==> src/rtl/ld_pkg.sv <==
package ld_pkg;
  localparam int unsigned NUM_ENG  = 4;
  localparam logic [7:0]  MSG_LOAD = 8'd1;

  typedef enum logic [2:0] {
    SQ_IDLE,
    SQ_TOT_GO,
    SQ_TOT_WAIT,
    SQ_ENG_GO,
    SQ_ENG_WAIT,
    SQ_COMMIT
  } seq_state_e;
endpackage

==> src/rtl/ld_tick_timer.sv <==
module ld_tick_timer #(
  parameter int unsigned PERIOD_TICKS = 1000
) (
  input  logic clk,
  input  logic rst_n,
  output logic strobe_o
);
  localparam int unsigned TW = $clog2(PERIOD_TICKS + 1);

  logic [TW-1:0] tmr_q, tmr_d;

  assign strobe_o = (tmr_q == '0);

  always_comb begin
    if (strobe_o) tmr_d = TW'(PERIOD_TICKS - 1);
    else          tmr_d = tmr_q - TW'(1);
  end

  always_ff @(posedge clk or negedge rst_n) begin
    if (!rst_n) tmr_q <= '0;
    else        tmr_q <= tmr_d;
  end
endmodule

==> src/rtl/ld_activity_counters.sv <==
module ld_activity_counters #(
  parameter int unsigned IDLE_W  = 16,
  parameter int unsigned CNT_W   = 32,
  parameter int unsigned NUM_ENG = 4
) (
  input  logic                       clk,
  input  logic                       rst_n,
  input  logic                       clr_i,
  input  logic [IDLE_W-1:0]          idle_i,
  input  logic [NUM_ENG*IDLE_W-1:0]  mask_i,
  output logic [CNT_W-1:0]           tot_o,
  output logic [NUM_ENG*CNT_W-1:0]   eng_o
);
  logic [CNT_W-1:0] tot_q, tot_d;

  always_comb begin
    if (clr_i) tot_d = CNT_W'(1);
    else       tot_d = tot_q + CNT_W'(1);
  end

  always_ff @(posedge clk or negedge rst_n) begin
    if (!rst_n) tot_q <= '0;
    else        tot_q <= tot_d;
  end

  assign tot_o = tot_q;

  for (genvar k = 0; k < NUM_ENG; k++) begin : g_eng
    logic [IDLE_W-1:0] sel;
    logic              busy;
    logic [CNT_W-1:0]  c_q, c_d;

    assign sel  = mask_i[k*IDLE_W +: IDLE_W];
    assign busy = ~&(idle_i | ~sel);

    always_comb begin
      if (clr_i) c_d = CNT_W'(busy);
      else       c_d = c_q + CNT_W'(busy);
    end

    always_ff @(posedge clk or negedge rst_n) begin
      if (!rst_n) c_q <= '0;
      else        c_q <= c_d;
    end

    assign eng_o[k*CNT_W +: CNT_W] = c_q;
  end
endmodule

==> src/rtl/ld_serial_div.sv <==
module ld_serial_div #(
  parameter int unsigned W = 32
) (
  input  logic         clk,
  input  logic         rst_n,
  input  logic         start_i,
  input  logic [W-1:0] dividend_i,
  input  logic [W-1:0] divisor_i,
  output logic         done_o,
  output logic [W-1:0] quot_o
);
  localparam int unsigned CW = $clog2(W + 1);

  logic          busy_q, busy_d, done_q, done_d;
  logic [CW-1:0] cnt_q, cnt_d;
  logic [W-1:0]  rem_q, rem_d, quo_q, quo_d, dvs_q, dvs_d;
  logic [W:0]    shifted, diff;
  logic          fits;

  assign shifted = {rem_q, quo_q[W-1]};
  assign diff    = shifted - {1'b0, dvs_q};
  assign fits    = (shifted >= {1'b0, dvs_q});

  always_comb begin
    busy_d = busy_q;
    done_d = 1'b0;
    cnt_d  = cnt_q;
    rem_d  = rem_q;
    quo_d  = quo_q;
    dvs_d  = dvs_q;
    if (start_i) begin
      busy_d = 1'b1;
      cnt_d  = CW'(W);
      rem_d  = '0;
      quo_d  = dividend_i;
      dvs_d  = divisor_i;
    end else if (busy_q) begin
      rem_d  = fits ? diff[W-1:0] : shifted[W-1:0];
      quo_d  = {quo_q[W-2:0], fits};
      cnt_d  = cnt_q - CW'(1);
      busy_d = (cnt_q != CW'(1));
      done_d = (cnt_q == CW'(1));
    end
  end

  always_ff @(posedge clk or negedge rst_n) begin
    if (!rst_n) begin
      busy_q <= 1'b0;
      done_q <= 1'b0;
      cnt_q  <= '0;
      rem_q  <= '0;
      quo_q  <= '0;
      dvs_q  <= '0;
    end else begin
      busy_q <= busy_d;
      done_q <= done_d;
      cnt_q  <= cnt_d;
      rem_q  <= rem_d;
      quo_q  <= quo_d;
      dvs_q  <= dvs_d;
    end
  end

  assign done_o = done_q;
  assign quot_o = quo_q;
endmodule

==> src/rtl/ld_readout_seq.sv <==
module ld_readout_seq
  import ld_pkg::*;
#(
  parameter int unsigned CNT_W = 32
) (
  input  logic                      clk,
  input  logic                      rst_n,
  input  logic                      strobe_i,
  input  logic [CNT_W-1:0]          tot_i,
  input  logic [NUM_ENG*CNT_W-1:0]  eng_i,
  output logic [NUM_ENG*8-1:0]      load_o,
  output logic                      commit_o
);
  localparam int unsigned IDX_W = $clog2(NUM_ENG);
  localparam logic [IDX_W-1:0] LAST_IDX = IDX_W'(NUM_ENG - 1);

  seq_state_e state_q, state_d;
  logic [IDX_W-1:0]            idx_q, idx_d;
  logic [CNT_W-1:0]            q_q, q_d;
  logic [CNT_W-1:0]            snap_tot_q;
  logic [NUM_ENG*CNT_W-1:0]    snap_eng_q;
  logic [NUM_ENG-1:0][7:0]     res_q, res_d, load_q, load_d;
  logic                        snap_en, div_start, div_done;
  logic [CNT_W-1:0]            div_num, div_den, div_quot;

  function automatic logic [7:0] sat8(input logic [CNT_W-1:0] v);
    if (v > CNT_W'(255)) return 8'hFF;
    return v[7:0];
  endfunction

  assign div_num = (state_q == SQ_TOT_GO) ? snap_tot_q
                                          : snap_eng_q[idx_q*CNT_W +: CNT_W];
  assign div_den = (state_q == SQ_TOT_GO) ? CNT_W'(255) : q_q;

  ld_serial_div #(.W(CNT_W)) u_div (
    .clk       (clk),
    .rst_n     (rst_n),
    .start_i   (div_start),
    .dividend_i(div_num),
    .divisor_i (div_den),
    .done_o    (div_done),
    .quot_o    (div_quot)
  );

  always_comb begin
    state_d   = state_q;
    idx_d     = idx_q;
    q_d       = q_q;
    res_d     = res_q;
    load_d    = load_q;
    snap_en   = 1'b0;
    div_start = 1'b0;
    commit_o  = 1'b0;
    case (state_q)
      SQ_IDLE: begin
        if (strobe_i) begin
          snap_en = 1'b1;
          state_d = SQ_TOT_GO;
        end
      end
      SQ_TOT_GO: begin
        div_start = 1'b1;
        state_d   = SQ_TOT_WAIT;
      end
      SQ_TOT_WAIT: begin
        if (div_done) begin
          q_d = div_quot;
          if (div_quot == '0) begin
            res_d   = '0;
            state_d = SQ_COMMIT;
          end else begin
            idx_d   = '0;
            state_d = SQ_ENG_GO;
          end
        end
      end
      SQ_ENG_GO: begin
        div_start = 1'b1;
        state_d   = SQ_ENG_WAIT;
      end
      SQ_ENG_WAIT: begin
        if (div_done) begin
          res_d[idx_q] = sat8(div_quot);
          if (idx_q == LAST_IDX) begin
            state_d = SQ_COMMIT;
          end else begin
            idx_d   = idx_q + IDX_W'(1);
            state_d = SQ_ENG_GO;
          end
        end
      end
      SQ_COMMIT: begin
        load_d   = res_q;
        commit_o = 1'b1;
        state_d  = SQ_IDLE;
      end
      default: state_d = SQ_IDLE;
    endcase
  end

  always_ff @(posedge clk or negedge rst_n) begin
    if (!rst_n) begin
      state_q <= SQ_IDLE;
      idx_q   <= '0;
      q_q     <= '0;
      res_q   <= '0;
      load_q  <= '0;
    end else begin
      state_q <= state_d;
      idx_q   <= idx_d;
      q_q     <= q_d;
      res_q   <= res_d;
      load_q  <= load_d;
    end
  end

  always_ff @(posedge clk or negedge rst_n) begin
    if (!rst_n) begin
      snap_tot_q <= '0;
      snap_eng_q <= '0;
    end else if (snap_en) begin
      snap_tot_q <= tot_i;
      snap_eng_q <= eng_i;
    end
  end

  assign load_o = load_q;
endmodule

==> src/rtl/ld_host_port.sv <==
module ld_host_port
  import ld_pkg::*;
(
  input  logic        clk,
  input  logic        rst_n,
  input  logic [31:0] load_word_i,
  input  logic        req_valid_i,
  output logic        req_ready_o,
  input  logic [7:0]  req_id_i,
  output logic        rsp_valid_o,
  input  logic        rsp_ready_i,
  output logic [31:0] rsp_data_o
);
  logic        vld_q, vld_d;
  logic [31:0] dat_q, dat_d;
  logic        take;

  assign req_ready_o = ~vld_q;
  assign take        = req_valid_i & req_ready_o & (req_id_i == MSG_LOAD);

  always_comb begin
    vld_d = vld_q;
    dat_d = dat_q;
    if (take) begin
      vld_d = 1'b1;
      dat_d = load_word_i;
    end else if (vld_q && rsp_ready_i) begin
      vld_d = 1'b0;
    end
  end

  always_ff @(posedge clk or negedge rst_n) begin
    if (!rst_n) begin
      vld_q <= 1'b0;
      dat_q <= '0;
    end else begin
      vld_q <= vld_d;
      dat_q <= dat_d;
    end
  end

  assign rsp_valid_o = vld_q;
  assign rsp_data_o  = dat_q;
endmodule

==> src/rtl/eng_load_monitor.sv <==
module eng_load_monitor
  import ld_pkg::*;
#(
  parameter int unsigned IDLE_W       = 16,
  parameter int unsigned CNT_W        = 32,
  parameter int unsigned TICKS_PER_US = 250,
  parameter int unsigned PERIOD_US    = 100000
) (
  input  logic                      clk,
  input  logic                      rst_n,
  input  logic [IDLE_W-1:0]         idle_i,
  input  logic [4*IDLE_W-1:0]       cfg_mask_i,
  input  logic                      req_valid_i,
  output logic                      req_ready_o,
  input  logic [7:0]                req_id_i,
  input  logic [31:0]               req_data_i,
  output logic                      rsp_valid_o,
  input  logic                      rsp_ready_i,
  output logic [31:0]               rsp_data_o
);
  localparam int unsigned PERIOD_TICKS = PERIOD_US * TICKS_PER_US;

  logic [1:0]               rst_pipe_q;
  logic                     rst_core_n;
  logic                     readout_stb;
  logic                     load_commit;
  logic [CNT_W-1:0]         tot_cnt;
  logic [NUM_ENG*CNT_W-1:0] eng_cnt;
  logic [NUM_ENG*8-1:0]     load_word;
  logic                     unused_data;

  assign unused_data = ^req_data_i;

  always_ff @(posedge clk or negedge rst_n) begin
    if (!rst_n) rst_pipe_q <= 2'b00;
    else        rst_pipe_q <= {rst_pipe_q[0], 1'b1};
  end
  assign rst_core_n = rst_pipe_q[1];

  ld_tick_timer #(.PERIOD_TICKS(PERIOD_TICKS)) u_tmr (
    .clk     (clk),
    .rst_n   (rst_core_n),
    .strobe_o(readout_stb)
  );

  ld_activity_counters #(
    .IDLE_W (IDLE_W),
    .CNT_W  (CNT_W),
    .NUM_ENG(NUM_ENG)
  ) u_cnt (
    .clk   (clk),
    .rst_n (rst_core_n),
    .clr_i (readout_stb),
    .idle_i(idle_i),
    .mask_i(cfg_mask_i),
    .tot_o (tot_cnt),
    .eng_o (eng_cnt)
  );

  ld_readout_seq #(.CNT_W(CNT_W)) u_seq (
    .clk     (clk),
    .rst_n   (rst_core_n),
    .strobe_i(readout_stb),
    .tot_i   (tot_cnt),
    .eng_i   (eng_cnt),
    .load_o  (load_word),
    .commit_o(load_commit)
  );

  ld_host_port u_host (
    .clk        (clk),
    .rst_n      (rst_core_n),
    .load_word_i(load_word),
    .req_valid_i(req_valid_i),
    .req_ready_o(req_ready_o),
    .req_id_i   (req_id_i),
    .rsp_valid_o(rsp_valid_o),
    .rsp_ready_i(rsp_ready_i),
    .rsp_data_o (rsp_data_o)
  );
endmodule

==> config.mk <==
export PLATFORM = sky130hd
export DESIGN_NAME = eng_load_monitor
export DESIGN_NICKNAME = d
export VERILOG_FILES = /design/src/rtl/ld_pkg.sv /design/src/rtl/ld_tick_timer.sv /design/src/rtl/ld_activity_counters.sv /design/src/rtl/ld_serial_div.sv /design/src/rtl/ld_readout_seq.sv /design/src/rtl/ld_host_port.sv /design/src/rtl/eng_load_monitor.sv
export SDC_FILE = /design/constraint.sdc
export NUM_CORES = 1
export LEC_CHECK = 0
export ABC_AREA = 1
export BUFFER_PORTS_ARGS = -buffer_cell sky130_fd_sc_hd__buf_4
export CORE_UTILIZATION = 45
export DETAILED_ROUTE_END_ITERATION = 10
export SLEW_MARGIN = 20
export SYNTH_ARGS = -nofsm -noshare
export SYNTH_HDL_FRONTEND = slang
export SYNTH_HIERARCHICAL = 1
export SYNTH_SLANG_ARGS = --single-unit
==> constraint.sdc <==
create_clock -name clk -period 17.96 [get_ports clk]
set_input_delay 0.898 -clock clk [delete_from_list [all_inputs] [get_ports clk]]
set_output_delay 0.898 -clock clk [all_outputs]
set_load 0.005 [all_outputs]
==> results of run 1 <==
-- metrics by stage --
stage / hold WS, ns / util / worst slack (ns) / std cells / total power, W
final: 0.0812 / 0.512 / 13.74 / 5031 / 0.00293
after global routing: 0.0498 / 0.512 / 13.45 / 5031 / 0.00304
after CTS: 0.0449 / 0.512 / 13.65 / 5031 / 0.00297
after detailed placement: 0.336 / 0.481 / 13.66 / 4919 / 0.00160
after global placement: 0.337 / 0.481 / 13.69 / 4919 / 0.00159
after floorplan: 0.331 / - / 0.447 / 3967 / 0.00154
-- flip-flops by register name, summed over array words and instances, names as in the netlist --
signal,cells
u_host/rsp_data_o,32
u_seq/snap_tot_q,32
u_seq/q_q,32
u_seq/idx_q,2
u_seq/u_div/done_o,1
u_host/rsp_valid_o,1
u_seq/res_q,32
u_cnt/tot_o,32
u_seq/state_q,3
u_seq/u_div/busy_q,1
u_seq/u_div/quot_o,32
u_seq/snap_eng_q,128
u_seq/u_div/rem_q,32
u_seq/u_div/cnt_q,6
u_cnt/g_eng.c_q,128
u_seq/load_o,32
u_tmr/tmr_q,25
u_seq/u_div/dvs_q,32
rst_pipe_q,2
-- critical path: cells and delay by family (launching register included) --
family	cells	cell delay (ns)
flops	1	0.37
mux	1	0.41
fa+ha+maj	1	0.29
buf+inv	5	1.31
simple gates	5	1.65
-- report_power, final --
| group | switching, W | internal (W) | total [W] | leakage (nW) |
|---|---|---|---|---|
| logic | 0.000112 | 0.0000611 | 0.000173 | 9.49 |
| registers | 0.0000448 | 0.00135 | 0.00140 | 7.99 |
| clock network | 0.000547 | 0.000807 | 0.00135 | 1.04 |
| total | 0.000703 | 0.00222 | 0.00293 | 18.5 |
-- placed cells by master (no fill, tap or decap), types with 8 or more instances in the layout --
cell type / synthesis / layout
and2_1: 15 / 15
nand3b_1: 29 / 29
xnor2_1: 21 / 21
clkbuf_1: 56 / 18
ha_1: 48 / 48
clkbuf_8: 0 / 9
xor2_1: 9 / 9
buf_4: 9 / 142
or2_2: 9 / 9
nor3_1: 12 / 11
nand2_2: 22 / 22
dfrtp_1: 585 / 583
o21ai_1: 8 / 8
a31oi_1: 32 / 32
nand3_1: 198 / 197
nor2_1: 607 / 604
nor2_2: 37 / 39
nor2_4: 29 / 30
nand2_1: 1226 / 1225
o221ai_1: 28 / 28
a21oi_1: 120 / 120
mux2_2: 60 / 60
clkbuf_16: 0 / 68
inv_1: 341 / 340
inv_2: 21 / 21
mux2_1: 124 / 124
nand2_4: 8 / 9
nand4_1: 63 / 63
o21ai_0: 147 / 147
-- per-layer routing --
layer	vias up	global-route usage
li1	12874	-
met1	11828	0.313
met2	471	0.344
met3	141	0.0308
met4	0	0.0991
met5	-	0
-- cell families (layout without fill, tap and decap cells) --
| kind of cell | after synthesis | in the layout | share of synthesized area |
|---|---|---|---|
| simple gates | 2279 | 2279 | 0.312 |
| mux | 184 | 184 | 0.0661 |
| flops | 585 | 585 | 0.467 |
| buf+inv | 486 | 619 | 0.0639 |
| fa+ha+maj | 49 | 49 | 0.0198 |
| xor+xnor | 30 | 30 | 0.00838 |
| compound gates | 353 | 353 | 0.0628 |
| other cells | 1 | 1 | 0.000120 |
-- layout make-up --
cell class                      instances  share of cell area
Timing Repair Buffer                  144              0.0314
Sequential cell                       585               0.416
Tap cell                              931              0.0331
Multi-Input combinational cell       2896               0.419
Clock buffer                           95              0.0538
Clock inverter                         17             0.00719
Inverter                              363              0.0388
-- final timing paths --
check	start	endpoint	slack, ns	cells past startpoint
setup reg to reg	u_tmr/tmr_q[0]	u_seq/snap_tot_q[24]	13.74	12
hold / removal	rst_n	rst_pipe_q[1]	0.08	1
min in group clk	rst_pipe_q[0]	rst_pipe_q[1]	0.35	0
hold reg to reg	rst_pipe_q[0]	rst_pipe_q[1]	0.35	0
setup / recovery	u_tmr/tmr_q[0]	u_seq/snap_tot_q[24]	13.74	12
max in group asynchronous	rst_pipe_q[1]	u_host/rsp_data_o[30]	15.27	2
==> run_summary.xml, run 1 <==
<?xml version="1.0" encoding="UTF-8"?>
<metrics>
  <group name="synthesis">
    <metric name="post_synth_main_area_contributors" unit="">dfrtp_1, nand2_1, nor2_1, mux2_1, inv_1</metric>
    <metric name="synth_nets" unit="">4140</metric>
    <metric name="synth_area_per_cell" unit="µm²">7.90</metric>
    <metric name="share_of_the_synthesized_area_in_the_top_cell_type" unit="">0.467</metric>
    <metric name="netlist_area" unit="µm²">31300</metric>
    <metric name="yosysMostFrequentCell" unit="">nand2_1</metric>
    <metric name="synth_top_cell_by_area" unit="">dfrtp_1</metric>
    <metric name="synth_commonest_cells" unit="">nand2_1, nor2_1, dfrtp_1</metric>
    <metric name="syn-instance-count" unit="">3967</metric>
    <metric name="synth_cell_types" unit="">55</metric>
    <metric name="synth.yosys.seq_area_share" unit="">0.467</metric>
    <metric name="synth-edff-count" unit="">0</metric>
    <metric name="synth_top_flop_cell" unit="">dfrtp_1</metric>
    <metric name="ys_async_rst_share" unit="">1.00</metric>
    <metric name="synth.ff_latch_count" unit="">585</metric>
    <metric name="synth_warnings" unit="">6</metric>
  </group>
  <group name="sta">
    <metric name="slew_violations" unit="">0</metric>
    <metric name="max_freq" unit="GHz">0.237</metric>
    <metric name="timing.max_slew.rel_slack" unit="">0.271</metric>
    <metric name="rsz0062_at_grt" unit="">no</metric>
    <metric name="final_hold_viol_count" unit="">0</metric>
    <metric name="fin_crit_sh" unit="">0.235</metric>
    <metric name="report.final.setup_viol" unit="">0</metric>
    <metric name="max_slew.worst_pin.slew" unit="ns">1.08</metric>
    <metric name="finalCriticalPeriod" unit="ns">4.22</metric>
    <metric name="totalNegativeSetupSlack" unit="ns">0</metric>
    <metric name="skew" unit="ns">0.0212</metric>
  </group>
  <group name="outcome">
    <metric name="status" unit="">completed</metric>
  </group>
  <group name="place">
    <metric name="place_hpwl" unit="µm">55200</metric>
    <metric name="io_buffers" unit="">125</metric>
    <metric name="place.gp.congestion" unit="">0.913</metric>
    <metric name="placement.cell_area" unit="µm²">33000</metric>
  </group>
  <group name="floorplan">
    <metric name="dieWidth" unit="µm">266</metric>
    <metric name="fp.dieArea" unit="µm²">70700</metric>
    <metric name="rows" unit="">96</metric>
    <metric name="number_of_top_level_pins" unit="">158</metric>
    <metric name="placeableCoreArea" unit="µm²">68700</metric>
    <metric name="fp.dieH" unit="µm">266</metric>
    <metric name="initial_core_util" unit="">0.456</metric>
  </group>
  <group name="layout">
    <metric name="layout.area.seq" unit="µm²">14600</metric>
    <metric name="fin_nets" unit="">4230</metric>
    <metric name="layout_cell_share_with_drive_strength_beyond_1" unit="">0.110</metric>
    <metric name="n_fill_cell" unit="">6761</metric>
    <metric name="multi_input_area" unit="µm²">14700</metric>
    <metric name="growth_of_design_area_from_synthesis_to_finish" unit="%">12.2</metric>
    <metric name="stdcell_area" unit="µm²">35200</metric>
    <metric name="insertedDiodeCount" unit="">0</metric>
  </group>
  <group name="worst_setup_path">
    <metric name="critPathMaxStageDelay" unit="ns">0.82</metric>
    <metric name="endpoint_kind_of_the_worst_setup_timing_path" unit="">register</metric>
    <metric name="maximum_fanout_encountered_on_the_critical_timing_path" unit="">67</metric>
    <metric name="worst-endpoint-required" unit="ns">18.44</metric>
    <metric name="worst-setup-path-type" unit="">reg -&gt; reg</metric>
    <metric name="critical_path_startpoint_category" unit="">register</metric>
    <metric name="slowest_stage" unit="">nand3_4</metric>
    <metric name="timing.critical_path.cells" unit="">inv_1 -&gt; ha_1 -&gt; nand2_2 -&gt; inv_2 -&gt; nand2_2 -&gt; nor2_2 -&gt; inv_2 -&gt; nor3_2 -&gt; nand3_4 -&gt; buf_4 -&gt; buf_4 -&gt; mux2_1</metric>
    <metric name="critical_path_arrival" unit="ns">4.69</metric>
  </group>
  <group name="grt">
    <metric name="grt_start_max_net_pins" unit="">163</metric>
    <metric name="grt_antenna_before_repair" unit="">0</metric>
    <metric name="first_global_vias" unit="">23959</metric>
    <metric name="wire_length_of_the_first_global_routing_pass" unit="µm">127000</metric>
    <metric name="grt.total_usage" unit="">0.223</metric>
    <metric name="total_congestion_overflow" unit="">0</metric>
  </group>
  <group name="clock_network">
    <metric name="postCtsResizedCells" unit="">0</metric>
    <metric name="path_clk_slew" unit="ns">0.05</metric>
    <metric name="holdBufCountCts" unit="">0</metric>
    <metric name="cts_made_buffers" unit="">67</metric>
    <metric name="cts_max_path_buffers" unit="">3</metric>
    <metric name="cts_root_buffer" unit="">clkbuf_16</metric>
    <metric name="postCtsSetupBuffers" unit="">0</metric>
    <metric name="tritoncts_num_sinks" unit="">585</metric>
    <metric name="insertion_delay" unit="ns">0.61</metric>
    <metric name="tritoncts" unit="">done</metric>
    <metric name="cts.htree.levels" unit="">3</metric>
  </group>
  <group name="drt">
    <metric name="vias_per_cell" unit="">5.03</metric>
    <metric name="finalWirelength" unit="µm">78000</metric>
    <metric name="detail_route.drc_violations" unit="">0</metric>
    <metric name="drtIter0Drc" unit="">1659</metric>
    <metric name="route.met3.wl" unit="µm">3170</metric>
    <metric name="num_vias" unit="">25314</metric>
    <metric name="routedLengthMet1" unit="µm">37000</metric>
    <metric name="route.top_layer_used" unit="">met4</metric>
    <metric name="met2_length" unit="µm">34300</metric>
    <metric name="drt_pass1_iterations" unit="">5</metric>
    <metric name="post_drt_wl_per_cell" unit="µm">15.5</metric>
    <metric name="ant_nets" unit="">0</metric>
  </group>
  <group name="hold_path">
    <metric name="worstHoldPathType" unit="">in -&gt; async</metric>
  </group>
  <group name="power_and_ir_drop">
    <metric name="p_per_area" unit="nW/µm²">83.2</metric>
    <metric name="p_leak" unit="nW">18.5</metric>
    <metric name="max-vdd-ir-drop" unit="µV">62.8</metric>
  </group>
  <group name="flow_run">
    <metric name="cap_violations" unit="">0</metric>
  </group>
</metrics>
Power figures use the tool's default switching activity.
==> inputs of run 2 (changes only) <==
==> constraint.sdc (replaced) <==
create_clock -name clk -period 3.4 [get_ports clk]
set_input_delay 0.17 -clock clk [delete_from_list [all_inputs] [get_ports clk]]
set_output_delay 0.17 -clock clk [all_outputs]
set_load 0.005 [all_outputs]
==> run 2 against run 1 <==
Against the previous run: utilization grew 1.0 points; final cell count grew 0.83%; critical path depth did not move; worst setup slack worse by 13 ns; sequential share of layout area is 0.80 points lower; combinational power grew to 5.5 times the previous value; clock skew shrank 0.0030 ns; clock power increased to 5.7 times the previous value.
==> run_summary.xml, run 2 (synthesis results as in run 1) <==
<?xml version="1.0" encoding="UTF-8"?>
<metrics>
  <group name="floorplan">
    <metric name="fp.dieH" unit="µm">266</metric>
    <metric name="initial_core_util" unit="">0.456</metric>
    <metric name="rows" unit="">96</metric>
    <metric name="placeableCoreArea" unit="µm²">68700</metric>
    <metric name="dieWidth" unit="µm">266</metric>
    <metric name="number_of_top_level_pins" unit="">158</metric>
    <metric name="fp.dieArea" unit="µm²">70700</metric>
  </group>
  <group name="power_and_ir_drop">
    <metric name="p_total" unit="W">0.0160</metric>
    <metric name="p_leak" unit="nW">18.8</metric>
    <metric name="p_per_area" unit="nW/µm²">447</metric>
    <metric name="max-vdd-ir-drop" unit="µV">418</metric>
  </group>
  <group name="worst_setup_path">
    <metric name="worst-endpoint-required" unit="ns">3.89</metric>
    <metric name="timing.critical_path.cells" unit="">dlygate4sd3_1 -&gt; buf_4 -&gt; nand2_1 -&gt; nand2_1 -&gt; dlygate4sd3_1 -&gt; nor2_1 -&gt; dlygate4sd3_1 -&gt; nand2_1 -&gt; dlygate4sd3_1 -&gt; o21ai_0 -&gt; dlygate4sd3_1 -&gt; nand2_1</metric>
    <metric name="timing.critical_path.mode_cell" unit="">dlygate4sd3_1</metric>
    <metric name="endpoint_kind_of_the_worst_setup_timing_path" unit="">register</metric>
    <metric name="critPathMaxStageDelay" unit="ns">0.57</metric>
    <metric name="critical_path_arrival" unit="ns">3.51</metric>
    <metric name="maximum_fanout_encountered_on_the_critical_timing_path" unit="">2</metric>
    <metric name="worst-setup-path-type" unit="">in -&gt; reg</metric>
    <metric name="worst_r2r_path_depth" unit="">13</metric>
    <metric name="critical_path_startpoint_category" unit="">input pin</metric>
    <metric name="slowest_stage" unit="">dlygate4sd3_1</metric>
  </group>
  <group name="sta">
    <metric name="slew_violations" unit="">0</metric>
    <metric name="timing.max_slew.rel_slack" unit="">0.210</metric>
    <metric name="final_hold_viol_count" unit="">0</metric>
    <metric name="finalCriticalPeriod" unit="ns">3.02</metric>
    <metric name="skew" unit="ns">0.0182</metric>
    <metric name="totalNegativeSetupSlack" unit="ns">0</metric>
    <metric name="max_slew.worst_pin.slew" unit="ns">1.17</metric>
    <metric name="fin_crit_sh" unit="">0.887</metric>
    <metric name="max_freq" unit="GHz">0.331</metric>
    <metric name="rsz0062_at_grt" unit="">no</metric>
    <metric name="report.final.setup_viol" unit="">0</metric>
    <metric name="final.setup.worst_slack" unit="ns">0.383</metric>
  </group>
  <group name="drt">
    <metric name="route.met3.wl" unit="µm">2940</metric>
    <metric name="finalWirelength" unit="µm">79400</metric>
    <metric name="routedLengthMet1" unit="µm">37900</metric>
    <metric name="ant_nets" unit="">0</metric>
    <metric name="drtIter0Drc" unit="">1722</metric>
    <metric name="drt_pass1_iterations" unit="">5</metric>
    <metric name="post_drt_wl_per_cell" unit="µm">15.6</metric>
    <metric name="vias_per_cell" unit="">5.04</metric>
    <metric name="route.top_layer_used" unit="">met4</metric>
    <metric name="met2_length" unit="µm">36000</metric>
    <metric name="detail_route.drc_violations" unit="">0</metric>
    <metric name="num_vias" unit="">25559</metric>
  </group>
  <group name="grt">
    <metric name="total_congestion_overflow" unit="">0</metric>
    <metric name="grt_start_max_net_pins" unit="">133</metric>
    <metric name="grt.total_usage" unit="">0.230</metric>
    <metric name="first_global_vias" unit="">24987</metric>
    <metric name="grt_antenna_before_repair" unit="">0</metric>
    <metric name="wire_length_of_the_first_global_routing_pass" unit="µm">131000</metric>
  </group>
  <group name="clock_network">
    <metric name="postCtsResizedCells" unit="">0</metric>
    <metric name="cts_root_buffer" unit="">clkbuf_16</metric>
    <metric name="cts_made_buffers" unit="">68</metric>
    <metric name="tritoncts" unit="">done</metric>
    <metric name="cts_max_path_buffers" unit="">3</metric>
    <metric name="insertion_delay" unit="ns">0.62</metric>
    <metric name="cts.htree.levels" unit="">3</metric>
    <metric name="tritoncts_num_sinks" unit="">585</metric>
    <metric name="path_clk_slew" unit="ns">0.06</metric>
  </group>
  <group name="layout">
    <metric name="largest_registers" unit="">u_cnt/g_eng.c_q (128), u_seq/snap_eng_q (128)</metric>
    <metric name="n_fill_cell" unit="">6773</metric>
    <metric name="insertedDiodeCount" unit="">0</metric>
    <metric name="layout_cell_share_with_drive_strength_beyond_1" unit="">0.116</metric>
    <metric name="growth_of_design_area_from_synthesis_to_finish" unit="%">14.4</metric>
    <metric name="fin_nets" unit="">4265</metric>
    <metric name="layout_common_cells" unit="">nand2_1, nor2_1, dfrtp_1, inv_1, nand3_1</metric>
    <metric name="mostFrequentLayoutCell" unit="">nand2_1</metric>
  </group>
  <group name="place">
    <metric name="place.gp.congestion" unit="">0.923</metric>
    <metric name="place_hpwl" unit="µm">56900</metric>
    <metric name="setup_slack_after_placement" unit="ns">0.441</metric>
    <metric name="io_buffers" unit="">125</metric>
  </group>
  <group name="hold_path">
    <metric name="hold_path_cells" unit="">5</metric>
    <metric name="worstHoldPathType" unit="">in -&gt; reg</metric>
  </group>
  <group name="outcome">
    <metric name="status" unit="">completed</metric>
  </group>
  <group name="flow_run">
    <metric name="cap_violations" unit="">0</metric>
  </group>
</metrics>
run 2: final cells by class:
class                   instances  area (µm²)  area share
flip-flops and latches        585       14600       0.408
clock inverters                28         454      0.0127
multi-input cells            2896       14700       0.411
well taps                     931        1160      0.0325
inverters                     363        1370      0.0381
clock buffers                  92        1920      0.0536
repair buffers                178        1570      0.0437
run 2: path summary, 6_finish.rpt:
path	start	to	slack, ns
max	cfg_mask_i[42]	u_cnt/g_eng[2].c_q[0]	0.38
min	req_id_i[6]	u_host/rsp_data_o[15]	0.03
max reg2reg	u_seq/u_div/rem_q[20]	u_seq/u_div/rem_q[25]	0.45
min reg2reg	rst_pipe_q[1]	u_seq/snap_eng_q[86]	0.23
max in group asynchronous	rst_pipe_q[1]	u_cnt/g_eng[0].c_q[21]	2.13
min in group asynchronous	rst_pipe_q[1]	u_seq/snap_eng_q[86]	0.23
run 2: critical path, delay by kind of cell:
kind | cells | cell delay [ns]
AO/OA/AOI/OAI | 1 | 0.13
buffers and inverters | 6 | 2.89
AND/OR/NAND/NOR | 5 | 0.32
run 2: power breakdown:
part	internal [W]	total, W	switching, W
registers	0.00716	0.00739	0.000229
logic	0.000349	0.000954	0.000605
clock network	0.00469	0.00771	0.00301
run 2: repair_timing:
action                                 in CTS  in global routing
hold buffers                               17                  0
buffers inserted                            0                  0
endpoints found under the hold margin      14                  0
run 2: stage by stage:
step	cells	hold WS [ns]	util	area, µm²
2_1_floorplan	3967	-0.126	-	31300
3_3_place_gp	4936	-0.0454	0.485	33300
3_5_place_dp	4936	-0.0444	0.485	33300
4_1_cts	5073	0.00950	0.522	35900
5_1_grt	5073	0.0525	0.522	35900
6_report	5073	0.0330	0.522	35900
run 2: routing by layer:
metal | vias to the layer above | track usage
met2 | 472 | 0.368
met3 | 112 | 0.0315
li1 | 12937 | -
met4 | 0 | 0.0788
met5 | - | 0
met1 | 12038 | 0.319
